<file path="src/rtl/gpio_evt_pkg.sv">
package gpio_evt_pkg;

    localparam int BANK_W = 8;
    localparam int SEL_W  = 3;

    typedef enum logic [SEL_W-1:0] {
        SEL_EN    = 3'd0,
        SEL_BOTH  = 3'd1,
        SEL_SENSE = 3'd2,
        SEL_POL   = 3'd3,
        SEL_STAT  = 3'd4
    } reg_sel_e;

    typedef struct packed {
        logic [BANK_W-1:0] en;
        logic [BANK_W-1:0] both;
        logic [BANK_W-1:0] sense;
        logic [BANK_W-1:0] pol;
    } bank_cfg_t;

    // Single-line edge qualifier for an edge-mode line.
    function automatic logic edge_match(input logic pol, input logic cur, input logic prev);
        return pol ? (cur & ~prev) : (~cur & prev);
    endfunction

endpackage

</file>
<file path="src/rtl/gpio_sync.sv">
module gpio_sync #(
    parameter int W = 8
) (
    input  logic         clk,
    input  logic         rst,
    input  logic [W-1:0] async_i,
    output logic [W-1:0] sync_o
);
    logic [W-1:0] stage1;
    logic [W-1:0] stage2;

    always_ff @(posedge clk) begin
        if (rst) begin
            stage1 <= '0;
            stage2 <= '0;
        end else begin
            stage1 <= async_i;
            stage2 <= stage1;
        end
    end

    assign sync_o = stage2;
endmodule

</file>
<file path="src/rtl/gpio_evt_detect.sv">
module gpio_evt_detect
    import gpio_evt_pkg::*;
(
    input  bank_cfg_t         cfg_i,
    input  logic [BANK_W-1:0] cur_i,
    input  logic [BANK_W-1:0] prev_i,
    output logic [BANK_W-1:0] edge_evt_o,
    output logic [BANK_W-1:0] lvl_sel_o,
    output logic [BANK_W-1:0] lvl_hit_o
);
    for (genvar i = 0; i < BANK_W; i++) begin : g_line
        logic any_change;
        logic single_edge;

        always_comb begin
            any_change  = cur_i[i] ^ prev_i[i];
            single_edge = edge_match(cfg_i.pol[i], cur_i[i], prev_i[i]);
            lvl_sel_o[i] = cfg_i.sense[i] & ~cfg_i.both[i];
            lvl_hit_o[i] = ~(cur_i[i] ^ cfg_i.pol[i]);
            if (cfg_i.both[i]) begin
                edge_evt_o[i] = any_change;
            end else if (!cfg_i.sense[i]) begin
                edge_evt_o[i] = single_edge;
            end else begin
                edge_evt_o[i] = 1'b0;
            end
        end
    end
endmodule

</file>
<file path="src/rtl/gpio_evt_bank.sv">
module gpio_evt_bank
    import gpio_evt_pkg::*;
(
    input  logic              clk,
    input  logic              rst,
    input  logic [BANK_W-1:0] cur_i,
    input  logic              wr_hit_i,
    input  reg_sel_e          wr_sel_i,
    input  logic [BANK_W-1:0] wr_data_i,
    input  reg_sel_e          rd_sel_i,
    output logic [BANK_W-1:0] rd_data_o,
    output logic [BANK_W-1:0] masked_o,
    output bank_cfg_t         cfg_o,
    output logic [BANK_W-1:0] lat_o,
    output logic [BANK_W-1:0] prev_o,
    output logic [BANK_W-1:0] clr_o
);
    bank_cfg_t         cfg_q;
    logic [BANK_W-1:0] lat_q;
    logic [BANK_W-1:0] prev_q;
    logic [BANK_W-1:0] edge_evt;
    logic [BANK_W-1:0] lvl_sel;
    logic [BANK_W-1:0] lvl_hit;
    logic [BANK_W-1:0] raw_stat;

    gpio_evt_detect u_det (
        .cfg_i      (cfg_q),
        .cur_i      (cur_i),
        .prev_i     (prev_q),
        .edge_evt_o (edge_evt),
        .lvl_sel_o  (lvl_sel),
        .lvl_hit_o  (lvl_hit)
    );

    // Clear mask for this cycle; zero unless the status slot is written.
    always_comb begin
        clr_o = '0;
        if (wr_hit_i && (wr_sel_i == SEL_STAT)) begin
            clr_o = wr_data_i;
        end
    end

    always_ff @(posedge clk) begin
        if (rst) begin
            cfg_q  <= '0;
            lat_q  <= '0;
            prev_q <= '0;
        end else begin
            prev_q <= cur_i;
            // A fresh edge wins over a coincident clear.
            lat_q  <= (lat_q & ~clr_o) | edge_evt;
            if (wr_hit_i) begin
                unique case (wr_sel_i)
                    SEL_EN:    cfg_q.en    <= wr_data_i;
                    SEL_BOTH:  cfg_q.both  <= wr_data_i;
                    SEL_SENSE: cfg_q.sense <= wr_data_i;
                    SEL_POL:   cfg_q.pol   <= wr_data_i;
                    default:   ;
                endcase
            end
        end
    end

    always_comb begin
        for (int i = 0; i < BANK_W; i++) begin
            raw_stat[i] = lvl_sel[i] ? lvl_hit[i] : lat_q[i];
        end
        masked_o = raw_stat & cfg_q.en;
    end

    always_comb begin
        unique case (rd_sel_i)
            SEL_EN:    rd_data_o = cfg_q.en;
            SEL_BOTH:  rd_data_o = cfg_q.both;
            SEL_SENSE: rd_data_o = cfg_q.sense;
            SEL_POL:   rd_data_o = cfg_q.pol;
            SEL_STAT:  rd_data_o = masked_o;
            default:   rd_data_o = '0;
        endcase
    end

    assign cfg_o  = cfg_q;
    assign lat_o  = lat_q;
    assign prev_o = prev_q;
endmodule

</file>
<file path="src/rtl/gpio_evt_ctrl.sv">
module gpio_evt_ctrl
    import gpio_evt_pkg::*;
#(
    parameter int  NUM_BANKS = 3,
    localparam int LINES     = NUM_BANKS * BANK_W,
    localparam int BANK_AW   = (NUM_BANKS > 1) ? $clog2(NUM_BANKS) : 1,
    localparam int ADDR_W    = BANK_AW + SEL_W
) (
    input  logic              clk,
    input  logic              rst,
    input  logic [LINES-1:0]  line_i,
    input  logic              wr_en,
    input  logic [ADDR_W-1:0] wr_addr,
    input  logic [BANK_W-1:0] wr_data,
    input  logic [ADDR_W-1:0] rd_addr,
    output logic [BANK_W-1:0] rd_data,
    output logic              irq_o
);
    logic [LINES-1:0]   cur_all;
    logic [LINES-1:0]   prev_all;
    logic [LINES-1:0]   lat_all;
    logic [LINES-1:0]   en_all;
    logic [LINES-1:0]   both_all;
    logic [LINES-1:0]   clr_all;
    logic [LINES-1:0]   masked_all;
    logic [BANK_W-1:0]  bank_rd [NUM_BANKS];

    logic [BANK_AW-1:0] wr_bank;
    logic [BANK_AW-1:0] rd_bank;
    reg_sel_e           wr_sel;
    reg_sel_e           rd_sel;

    assign wr_bank = wr_addr[ADDR_W-1:SEL_W];
    assign rd_bank = rd_addr[ADDR_W-1:SEL_W];
    assign wr_sel  = reg_sel_e'(wr_addr[SEL_W-1:0]);
    assign rd_sel  = reg_sel_e'(rd_addr[SEL_W-1:0]);

    gpio_sync #(.W(LINES)) u_sync (
        .clk     (clk),
        .rst     (rst),
        .async_i (line_i),
        .sync_o  (cur_all)
    );

    for (genvar b = 0; b < NUM_BANKS; b++) begin : g_bank
        logic      wr_hit;
        bank_cfg_t cfg;

        assign wr_hit = wr_en && (wr_bank == BANK_AW'(b));

        gpio_evt_bank u_bank (
            .clk       (clk),
            .rst       (rst),
            .cur_i     (cur_all[b*BANK_W +: BANK_W]),
            .wr_hit_i  (wr_hit),
            .wr_sel_i  (wr_sel),
            .wr_data_i (wr_data),
            .rd_sel_i  (rd_sel),
            .rd_data_o (bank_rd[b]),
            .masked_o  (masked_all[b*BANK_W +: BANK_W]),
            .cfg_o     (cfg),
            .lat_o     (lat_all[b*BANK_W +: BANK_W]),
            .prev_o    (prev_all[b*BANK_W +: BANK_W]),
            .clr_o     (clr_all[b*BANK_W +: BANK_W])
        );

        assign en_all[b*BANK_W +: BANK_W]   = cfg.en;
        assign both_all[b*BANK_W +: BANK_W] = cfg.both;
    end

    always_comb begin
        rd_data = '0;
        for (int b = 0; b < NUM_BANKS; b++) begin
            if (rd_bank == BANK_AW'(b)) begin
                rd_data = bank_rd[b];
            end
        end
    end

    assign irq_o = |masked_all;
endmodule

</file>
<file path="config.mk">
export PLATFORM = sky130hd
export DESIGN_NAME = gpio_evt_ctrl
export DESIGN_NICKNAME = d
export VERILOG_FILES = /design/src/rtl/gpio_evt_pkg.sv /design/src/rtl/gpio_sync.sv /design/src/rtl/gpio_evt_detect.sv /design/src/rtl/gpio_evt_bank.sv /design/src/rtl/gpio_evt_ctrl.sv
export SDC_FILE = /design/constraint.sdc
export NUM_CORES = 1
export LEC_CHECK = 0
export BUFFER_PORTS_ARGS = -buffer_cell sky130_fd_sc_hd__buf_4
export CORE_UTILIZATION = 35
export CTS_CLUSTER_DIAMETER = 50
export DETAILED_ROUTE_END_ITERATION = 12
export MAX_ROUTING_LAYER = met4
export PLACE_DENSITY = 0.61
export SYNTH_ARGS = -nofsm -noshare
export SYNTH_HDL_FRONTEND = slang
export SYNTH_SLANG_ARGS = --single-unit
</file>
<file path="constraint.sdc">
create_clock -name clk -period 1.7 [get_ports clk]
set_input_delay 0.17 -clock clk [delete_from_list [all_inputs] [get_ports clk]]
set_output_delay 0.17 -clock clk [all_outputs]
set_load 0.03 [all_outputs]
</file>
**Word level (Yosys, flattened, before mapping)**

Cells that the tools add are included.

- Flip-flop bits (word level): 192
- Bits of input ports: 45
- Logic and storage cells: 388

- Equal/unequal tests: 12
- Mux-type cells: 105
- Bitwise operators: 228
- Reduce and logical (&&, ||, !) cells: 23

Operators by type and width:

| cell | number |
|---|---|
| $pmux 8 s5 | 3 |
| $mux 1 | 96 |
| $not 1->1 | 96 |
| $and 1x1->1 | 72 |
| $and 8x8->8 | 6 |
| $mux 8 | 6 |
| $xor 1x1->1 | 48 |
| $not 8->8 | 3 |
| $or 8x8->8 | 3 |
| $reduce_and 2->1 | 12 |
| $reduce_or 24->1 | 1 |
| $eq 3x2->1 const B | 4 |
| $eq 3x1->1 const B | 2 |
| $eq 3x3->1 const B | 2 |
| $logic_and 1x1->1 | 6 |
| $logic_not 3->1 | 2 |
| $eq 2x1->1 const B | 2 |
| $eq 2x2->1 const B | 2 |
| $logic_not 2->1 | 2 |

**Logic depth before layout (Yosys ltp)**

Gate-level depths: netlist of run 1.

- Depth after elaboration: 8
- Mapped depth: 8

**By module**

A second synthesis of run 1 with hierarchy kept.

- Cell total of the unflattened synthesis: 1102
- Area, all modules: 10159.7 um^2

Modules (own cells, without submodules):

| module | times used | cells an instance | area an instance (um^2) | seq. area each (um^2) |
|---|---|---|---|---|
| gpio_evt_bank | 3 | 249 | 2254.7 | 960.9 |
| gpio_evt_detect | 3 | 72 | 610.6 | 0.0 |
| gpio_sync | 1 | 101 | 1305.0 | 960.9 |
| gpio_evt_ctrl | 1 | 38 | 259.0 | 0.0 |

**Worst setup path after synthesis of run 1**

OpenSTA, ideal clock, no wires.

- Path type: input port to output port
- Start: input port rd_addr[0]
- End: output port rd_data[4]
- Data arrival time: 2.035 ns
- Path slack: -0.505 ns
- Cell stages on the path: 8
- Path through: buf_2 buf_4 buf_2 inv_1 a21oi_1 o21ai_0 o21ai_0 nor4_1

- Word-level cells in the longest chain between the ends: 5
- Elaborated cells between the ends (all ways): 11
- Classes of those cells: eq/ne (4); mux (6); reduce/logical (1)

RTL lines:

| item | RTL line | text |
|---|---|---|
| start, declared | gpio_evt_ctrl.sv:15 | `input logic [ADDR_W-1:0] rd_addr,` |
| $eq 3x3->1, or another cell as far along | gpio_evt_bank.sv:72 | `unique case (rd_sel_i)` |
| $pmux 8 s5 | gpio_evt_bank.sv:72 |  |
| $mux 8 (2 in series) | gpio_evt_ctrl.sv:74 | `if (rd_bank == BANK_AW'(b)) begin` |
| $mux 8 (*) | gpio_evt_ctrl.sv:74 |  |
| end, declared | gpio_evt_ctrl.sv:16 | `output logic [BANK_W-1:0] rd_data,` |

Every way passes the cells marked *; elsewhere a longest branch is shown, timed or not.

**Worst setup path in the final report of run 1**

- Start: register u_sync.stage2[7] (netlist: u_sync.sync_o[7])
- End: output port irq_o

- Word-level cells in the longest chain between the ends: 5

RTL lines:

| item | RTL line | text |
|---|---|---|
| start, declared | gpio_sync.sv:10 | `logic [W-1:0] stage2;` |
| start signal, assigned | gpio_sync.sv:18 | `stage2 <= stage1;` |
| $xor 1x1->1 | gpio_evt_detect.sv:19 | `lvl_hit_o[i] = ~(cur_i[i] ^ cfg_i.pol[i]);` |
| $not 1->1 | gpio_evt_detect.sv:19 |  |
| $mux 1 | gpio_evt_bank.sv:66 | `raw_stat[i] = lvl_sel[i] ? lvl_hit[i] : lat_q[i];` |
| $and 8x8->8 | gpio_evt_bank.sv:68 | `masked_o = raw_stat & cfg_q.en;` |
| $reduce_or 24->1 | gpio_evt_ctrl.sv:80 | `assign irq_o = \|masked_all;` |
| end, declared | gpio_evt_ctrl.sv:17 | `output logic irq_o` |

No other way between the ends.

==> out/metrics.cfg, run 1 <==
[worst_setup_path]
slowest_delay_ps=570
reg2reg_from=u_sync.sync_o[22]$_SDFF_PP0_
cp.depth=6
path_max_fanout=3
rrSetupSlack_ps=300
cp-start-kind=flip-flop
arrival_ps=2370
path_delay_family=simple AND/OR/NAND/NOR gates
required_ps=1530
cp_cell_sequence=xor2_1 -> o22ai_2 -> a2111oi_4 -> nand2_1 -> or4_4 -> buf_6
worstSetupPathType=reg -> out
crit_end=irq_o
slowest_stage=or4_4
endpoint_kind=output port
r2r_cells=7
crit_buf_inv=1
startpoint=u_sync.sync_o[7]$_SDFF_PP0_
r2r_end=g_bank[2].u_bank.lat_o[6]$_SDFF_PP0_

[cts]
cts_tree=done
cts.reportedPaths.clkPinSlew_ps=70
clock_latency_ps=440
h-tree-depth=4
cts_max_path_buffers=2
cts.sinks=192
numCtsBuffers=17
cts_root_buffer=clkbuf_16

[logic_synthesis]
avgSynthCellArea_um2=8.60
syn_inst=1105
syn-cell-area_um2=9500
synth-edff-count=0
syn_nets=1198
ys_warn_count=0
synth-main-ff-cell=dfxtp_1
synthArstFlopShare=0
seq_area_frac_synth=0.404
synth_cell_types=62
ys_seq_elements=192

[layout]
mostFrequentLayoutCell=buf_4
fillers=2491
layout.area.seq_um2=3890
multi_input_area_um2=5560
mostFrequentLayoutCells=buf_4, dfxtp_1, nand2_1
drive_above_1_share=0.291
nets=1414
fin_cells=1669
syn_to_final_growth_pct=36.4
antenna_cells=0

[power_and_ir_drop]
swShare=0.260
ir_worst_vdd_uv=620
pwr-share-comb=0.109
p_leak_nw=5.17
power_mw=9.97
power.switching_mw=2.59
clkPwrFrac=0.423
p_int_mw=7.38
powerDensity_nw_per_um2=769
seqPwrFrac=0.468

[sta]
min_period_over_period=1.49
fin_tns_setup_ps=-4450
setup_viol=9
hold_viol=0
fin_ws_ps=-837
skew_ps=7.38
fin_crit_ps=2540
slew_headroom=0.620
slew_violations=0
fmax_mhz=394
rsz0062_at_grt=true
tightest_slew_ps=568

[detailed_routing]
vias=8763
firstDrtPassIters=7
antenna_left=0
wirelength_mm=28.6
drc=0
via_per_inst=5.25
drt-initial-drc-count=680
avgRoutedWirePerCell_um=17.2

[grt]
antenna_found_initial=0
grt.total_usage=0.215
grt_max_degree=46
grt_pass1_wl_mm=45.6
overflow=0
grt_pass1_vias=8557

[place]
dp.cells=1607
io_buffers=53
dp_hpwl_mm=20.1
place_ws_ps=-374
gp_congestion=0.891

[job]
drv_cap=0

[worst_hold_path]
hold_path_class=in -> reg

[floorplan]
die_h_um=167
die_w_um=167
rows=59
io_pins=54
start_util=0.361
die_area_um2=27800
core_region_area_um2=26400

[run_status]
status=finished with violations
violations=setup timing

==> power by group through the flow <==
stage	logic (mW)	registers [mW]	clock network, mW
floorplan	0.532	4.75	0
global placement	0.982	4.76	0
detailed placement	0.995	4.76	0
CTS	1.07	4.66	4.28
global route	1.18	4.67	4.44
finish	1.09	4.66	4.22
==> metal layers <==
layer | GRT usage | routed length [µm]
met1 | 0.289 | 13400
met2 | 0.326 | 12900
met3 | 0.0437 | 1790
met5 | - | 0
met4 | 0.0596 | 571
==> worst reg2reg max path, stage by stage (launching register included) <==
cell and delay [ps]:
dfxtp_2 350, buf_4 110, inv_1 50, ha_1 190
mux2i_1 140, nor3_1 60, a221oi_1 270, nor2_1 100
==> sequential cells by signal, indices dropped and copies added (netlist names) <==
register,count
u_sync.sync_o,24
g_bank.u_bank.lat_o,24
g_bank.u_bank.prev_o,24
u_sync.stage1,24
g_bank.u_bank.cfg_o,96
==> how the worst min path moves through the flow <==
stage	from	slack, ps	cells after the start	endpoint
after floorplan	line_i[0]	300	1	u_sync.stage1[0]$_SDFF_PP0_
after global placement	line_i[17]	380	2	u_sync.stage1[17]$_SDFF_PP0_
after detailed placement	line_i[9]	390	2	u_sync.stage1[9]$_SDFF_PP0_
after CTS	rst	80	2	g_bank[1].u_bank.prev_o[2]$_SDFF_PP0_
after global routing	wr_data[5]	90	3	g_bank[0].u_bank.cfg_o[13]$_SDFFE_PP0P_
final	rst	80	2	g_bank[1].u_bank.prev_o[2]$_SDFF_PP0_
==> cell usage after synthesis (all sizes together) (2+ instances only) <==
cell type / instances / area share
dfxtp: 192 / 0.40
nand2: 127 / 0.050
a21oi: 85 / 0.045
nor2: 85 / 0.034
nand3: 81 / 0.043
inv: 79 / 0.031
nor2b: 73 / 0.048
mux2i: 58 / 0.061
clkbuf: 48 / 0.019
ha: 48 / 0.063
nor3: 29 / 0.015
a221oi: 25 / 0.023
xor2: 15 / 0.014
mux2: 14 / 0.017
nand3b: 14 / 0.011
buf: 13 / 0.0062
o22ai: 13 / 0.0086
o21ai: 12 / 0.0063
mux4: 11 / 0.026
xnor2: 9 / 0.0083
a22oi: 8 / 0.0063
nand2b: 8 / 0.0053
a211oi: 4 / 0.0032
a31oi: 4 / 0.0026
a221o: 3 / 0.0032
nor3b: 3 / 0.0039
o31ai: 3 / 0.0024
a2111oi: 2 / 0.0038
a211o: 2 / 0.0018
a2bb2oi: 2 / 0.0018
a311oi: 2 / 0.0018
a32oi: 2 / 0.0018
a41oi: 2 / 0.0018
and3: 2 / 0.0013
and3b: 2 / 0.0018
nand4: 2 / 0.0013
nor4: 2 / 0.0013
nor4b: 2 / 0.0034
o211ai: 2 / 0.0016
o22a: 2 / 0.0018
o311a: 2 / 0.0021
or4: 2 / 0.0016
==> per-stage QoR <==
stage	util	area, µm²	hold WS (ps)
CTS	0.487	12800	80.2
global route	0.492	13000	90.5
finish	0.492	13000	78.7
floorplan	-	9620	298
detailed placement	0.442	11600	387
global placement	0.442	11600	383
==> area by class of cell <==
cell class                 count  share of cell area
clock buffer                  20              0.0352
clock inverter                12              0.0113
inverter                      79              0.0229
multi-input combinational    773               0.428
sequential                   192               0.300
tap                          335              0.0323
timing repair buffer         258               0.170
==> repair_timing <==
item | in CTS | in global routing
pin swaps | 28 | 18
resized for setup | 82 | 36
hold buffers | 24 | 0
setup endpoints to repair | 9 | 9
setup buffers | 7 | 0
endpoints found under the hold margin | 24 | 0
==> cells by family after synthesis <==
logic type | count (synthesis) | synth area share
buf+inv | 140 | 0.0563
mux | 83 | 0.104
xor+xnor | 24 | 0.0221
fa+ha+maj | 48 | 0.0632
flops | 192 | 0.404
simple gates | 434 | 0.223
compound gates | 184 | 0.127
(Power assumes the default switching activity.)
==> run 2, diff against run 1 <==
--- a/config.mk
+++ b/config.mk
@@ -5,12 +5,12 @@
 export SDC_FILE = /design/constraint.sdc
 export NUM_CORES = 1
 export LEC_CHECK = 0
-export BUFFER_PORTS_ARGS = -buffer_cell sky130_fd_sc_hd__buf_4
 export CORE_UTILIZATION = 35
 export CTS_CLUSTER_DIAMETER = 50
 export DETAILED_ROUTE_END_ITERATION = 12
+export DONT_BUFFER_PORTS = 1
 export MAX_ROUTING_LAYER = met4
-export PLACE_DENSITY = 0.61
+export PLACE_DENSITY = 0.6
 export SYNTH_ARGS = -nofsm -noshare
 export SYNTH_HDL_FRONTEND = slang
 export SYNTH_SLANG_ARGS = --single-unit
==> constraint.sdc (replaced) <==
create_clock -name clk -period 2.3 [get_ports clk]
set_input_delay 0.23 -clock clk [delete_from_list [all_inputs] [get_ports clk]]
set_output_delay 0.23 -clock clk [all_outputs]
set_load 0.03 [all_outputs]
==> run 2 against run 1 <==
The flow still finishes with violations (setup timing). Largest cell class unchanged. Sequential power shrank 26%. Sequential share of layout area grew 2.1 points. Die area is the same. Global-route usage grew 0.32 points. Combinational power shrank 47%. Setup slack gained 550 ps. Register-to-register slack gained 180 ps. Count of clock-buffer cells in the layout is the same. Power shrank 28%. Wire length grew 0.65%. Critical endpoint unchanged.
==> out/metrics.cfg, run 2 (synthesized netlist as in run 1, its figures left out) <==
[worst_setup_path]
path_delay_family=simple AND/OR/NAND/NOR gates  ; unchanged
worstSetupPathType=reg -> out  ; unchanged
path_max_fanout=4  ; was 3
crit_buf_inv=1  ; unchanged
r2r_cells=7  ; unchanged
cp-start-kind=flip-flop  ; unchanged
slowest_stage=or4_4  ; unchanged
arrival_ps=2360  ; was 2370 ps
cp_cell_sequence=nor2b_1 -> mux2_1 -> a22oi_2 -> nand4_1 -> or4_4 -> buf_6  ; was xor2_1 -> o22ai_2 -> a2111oi_4 -> nand2_1 -> or4_4 -> buf_6
slowest_delay_ps=470  ; was 570 ps
required_ps=2070  ; was 1530 ps
rrSetupSlack_ps=480  ; was 300 ps
r2r_end=g_bank[1].u_bank.lat_o[7]$_SDFF_PP0_  ; was g_bank[2].u_bank.lat_o[6]$_SDFF_PP0_
reg2reg_from=u_sync.sync_o[15]$_SDFF_PP0_  ; was u_sync.sync_o[22]$_SDFF_PP0_
endpoint_kind=output port  ; unchanged

[sta]
rsz0062_at_grt=true  ; unchanged
fin_crit_ps=2590
skew_ps=8.27  ; was 7.38 ps
hold_viol=0  ; unchanged
slew_violations=0  ; unchanged
fin_ws_ps=-285  ; was -837 ps
tightest_slew_ps=589  ; was 568 ps
slew_headroom=0.606  ; was 0.620
fmax_mhz=387
min_period_over_period=1.12
setup_viol=2  ; was 9
fin_tns_setup_ps=-303  ; was -4450 ps

[layout]
multi_input_area_um2=5390  ; was 5560 µm²
nets=1311  ; was 1414
largest_reg_flops=96  ; unchanged
mostFrequentLayoutCells=dfxtp_1, nand2_1, dlygate4sd3_1  ; was buf_4, dfxtp_1, nand2_1
fin_util=0.459  ; was 0.492
fillers=2488  ; was 2491
syn_to_final_growth_pct=27.4  ; was 36.4%
drive_above_1_share=0.146  ; was 0.291
layout.area.seq_um2=3880  ; was 3890 µm²
antenna_cells=0  ; unchanged
mostFrequentLayoutCell=dfxtp_1  ; was buf_4

[power_and_ir_drop]
power.switching_mw=1.74  ; was 2.59 mW
clkPwrFrac=0.439  ; was 0.423
seqPwrFrac=0.480  ; was 0.468
swShare=0.242  ; was 0.260
pwr-share-comb=0.081  ; was 0.109
p_leak_nw=4.71  ; was 5.17 nW
powerDensity_nw_per_um2=593  ; was 769 nW/µm²
p_int_mw=5.45  ; was 7.38 mW
ir_worst_vdd_uv=313  ; was 620 µV
power_mw=7.18  ; was 9.97 mW

[place]
place_ws_ps=43.2  ; was -374 ps
gp_congestion=0.880  ; was 0.891
io_buffers=0  ; was 53
dp_hpwl_mm=17.3  ; was 20.1 mm

[detailed_routing]
drc=0  ; unchanged
vias=8409  ; was 8763
drt-initial-drc-count=739  ; was 680
firstDrtPassIters=5  ; was 7
via_per_inst=5.37  ; was 5.25
wirelength_mm=28.8  ; was 28.6 mm
antenna_left=0  ; unchanged
avgRoutedWirePerCell_um=18.4  ; was 17.2 µm

[worst_hold_path]
min_to=g_bank[2].u_bank.lat_o[2]$_SDFF_PP0_  ; was g_bank[1].u_bank.prev_o[2]$_SDFF_PP0_
holdPathStages=3  ; was 2
hp-start=wr_data[2]  ; was rst
hold_path_class=in -> reg  ; unchanged

[floorplan]
start_util=0.361  ; unchanged
die_w_um=167  ; unchanged
die_area_um2=27800  ; unchanged
io_pins=54  ; unchanged
rows=59  ; unchanged
die_h_um=167  ; unchanged
core_region_area_um2=26400  ; unchanged

[grt]
grt_pass1_wl_mm=45.7  ; was 45.6 mm
grt.total_usage=0.218  ; was 0.215
antenna_found_initial=0  ; unchanged
use_met3=0.0463  ; was 0.0437
grt_max_degree=112  ; was 46
grt_pass1_vias=8345  ; was 8557
met1_usage=0.277  ; was 0.289
grt.busiest_layer=met2  ; unchanged
overflow=0  ; unchanged
use_met2=0.337  ; was 0.326

[run_status]
violations=setup timing  ; unchanged
status=finished with violations  ; unchanged

[cts]
cts.reportedPaths.clkPinSlew_ps=70  ; about the same
cts_max_path_buffers=2  ; unchanged
cts_root_buffer=clkbuf_16  ; unchanged
clock_latency_ps=450  ; was 440 ps
numCtsBuffers=17  ; unchanged
cts_tree=done  ; unchanged
cts.sinks=192  ; unchanged
h-tree-depth=4  ; unchanged

[job]
drv_cap=0  ; unchanged

## run 2: changes by cell type in the layout (fill, tap and decap cells not counted), moves of 4 or more
cell / change
dfxtp_1: +8
dlygate4sd3_1: +79
buf_6: -18
o21ai_1: -4
buf_12: -6
o21ai_0: +4
dfxtp_2: -9
buf_4: -159
## run 2: area by class of cell
class / count / share of cell area
well taps: 335 / 0.0346
inverters: 79 / 0.0245
clock inverters: 11 / 0.0128
multi-input cells: 773 / 0.445
repair buffers: 155 / 0.124
flip-flops and latches: 192 / 0.321
clock buffers: 20 / 0.0377
## run 2: tightest hold or removal path, delay by kind of cell
kind            cells  cell delay (ps)
simple gates        2              120
compound gates      1               70
## run 2: power by group through the flow
| stage | logic, mW | clock network [mW] | registers [mW] |
|---|---|---|---|
| 5_1_grt | 0.628 | 3.33 | 3.46 |
| 4_1_cts | 0.561 | 3.20 | 3.45 |
| 6_report | 0.579 | 3.15 | 3.45 |
| 2_1_floorplan | 0.374 | 0 | 3.51 |
| 3_5_place_dp | 0.407 | 0 | 3.53 |
| 3_3_place_gp | 0.403 | 0 | 3.53 |
## run 2: metal layers
metal  wire, µm  part of all wire
met4        862             0.030
met2      13300              0.46
met3       2070             0.072
met5          0                 0
met1      12600              0.44
## run 2: worst max-delay path by stage
stage,startpoint,endpoint,slack [ps],depth (start not counted)
after floorplan,rd_addr[0],rd_data[5],40,7
after global placement,g_bank[2].u_bank.cfg_o[8]$_SDFFE_PP0P_,irq_o,40,6
after detailed placement,g_bank[2].u_bank.cfg_o[8]$_SDFFE_PP0P_,irq_o,40,6
after CTS,g_bank[2].u_bank.cfg_o[8]$_SDFFE_PP0P_,irq_o,-290,6
after global routing,g_bank[2].u_bank.cfg_o[12]$_SDFFE_PP0P_,irq_o,-370,6
final,g_bank[2].u_bank.cfg_o[12]$_SDFFE_PP0P_,irq_o,-290,6
## run 2: timing repair
item / in CTS / in global routing
setup buffers: 1 / 1
hold buffers: 104 / 0
pin swaps: 13 / 17
endpoints found under the setup margin: 9 / 9
endpoints found under the hold margin: 192 / 0
gates resized for setup: 35 / 44
## run 2: stage by stage
step | cell area [µm²] | std cells | hold slack, ps
final | 12100 | 1565 | 11.0
after global placement | 10100 | 1428 | 309
after floorplan | 9510 | 1105 | 358
after detailed placement | 10100 | 1428 | 311
after global routing | 12100 | 1565 | 7.60
after CTS | 11900 | 1564 | 0.396
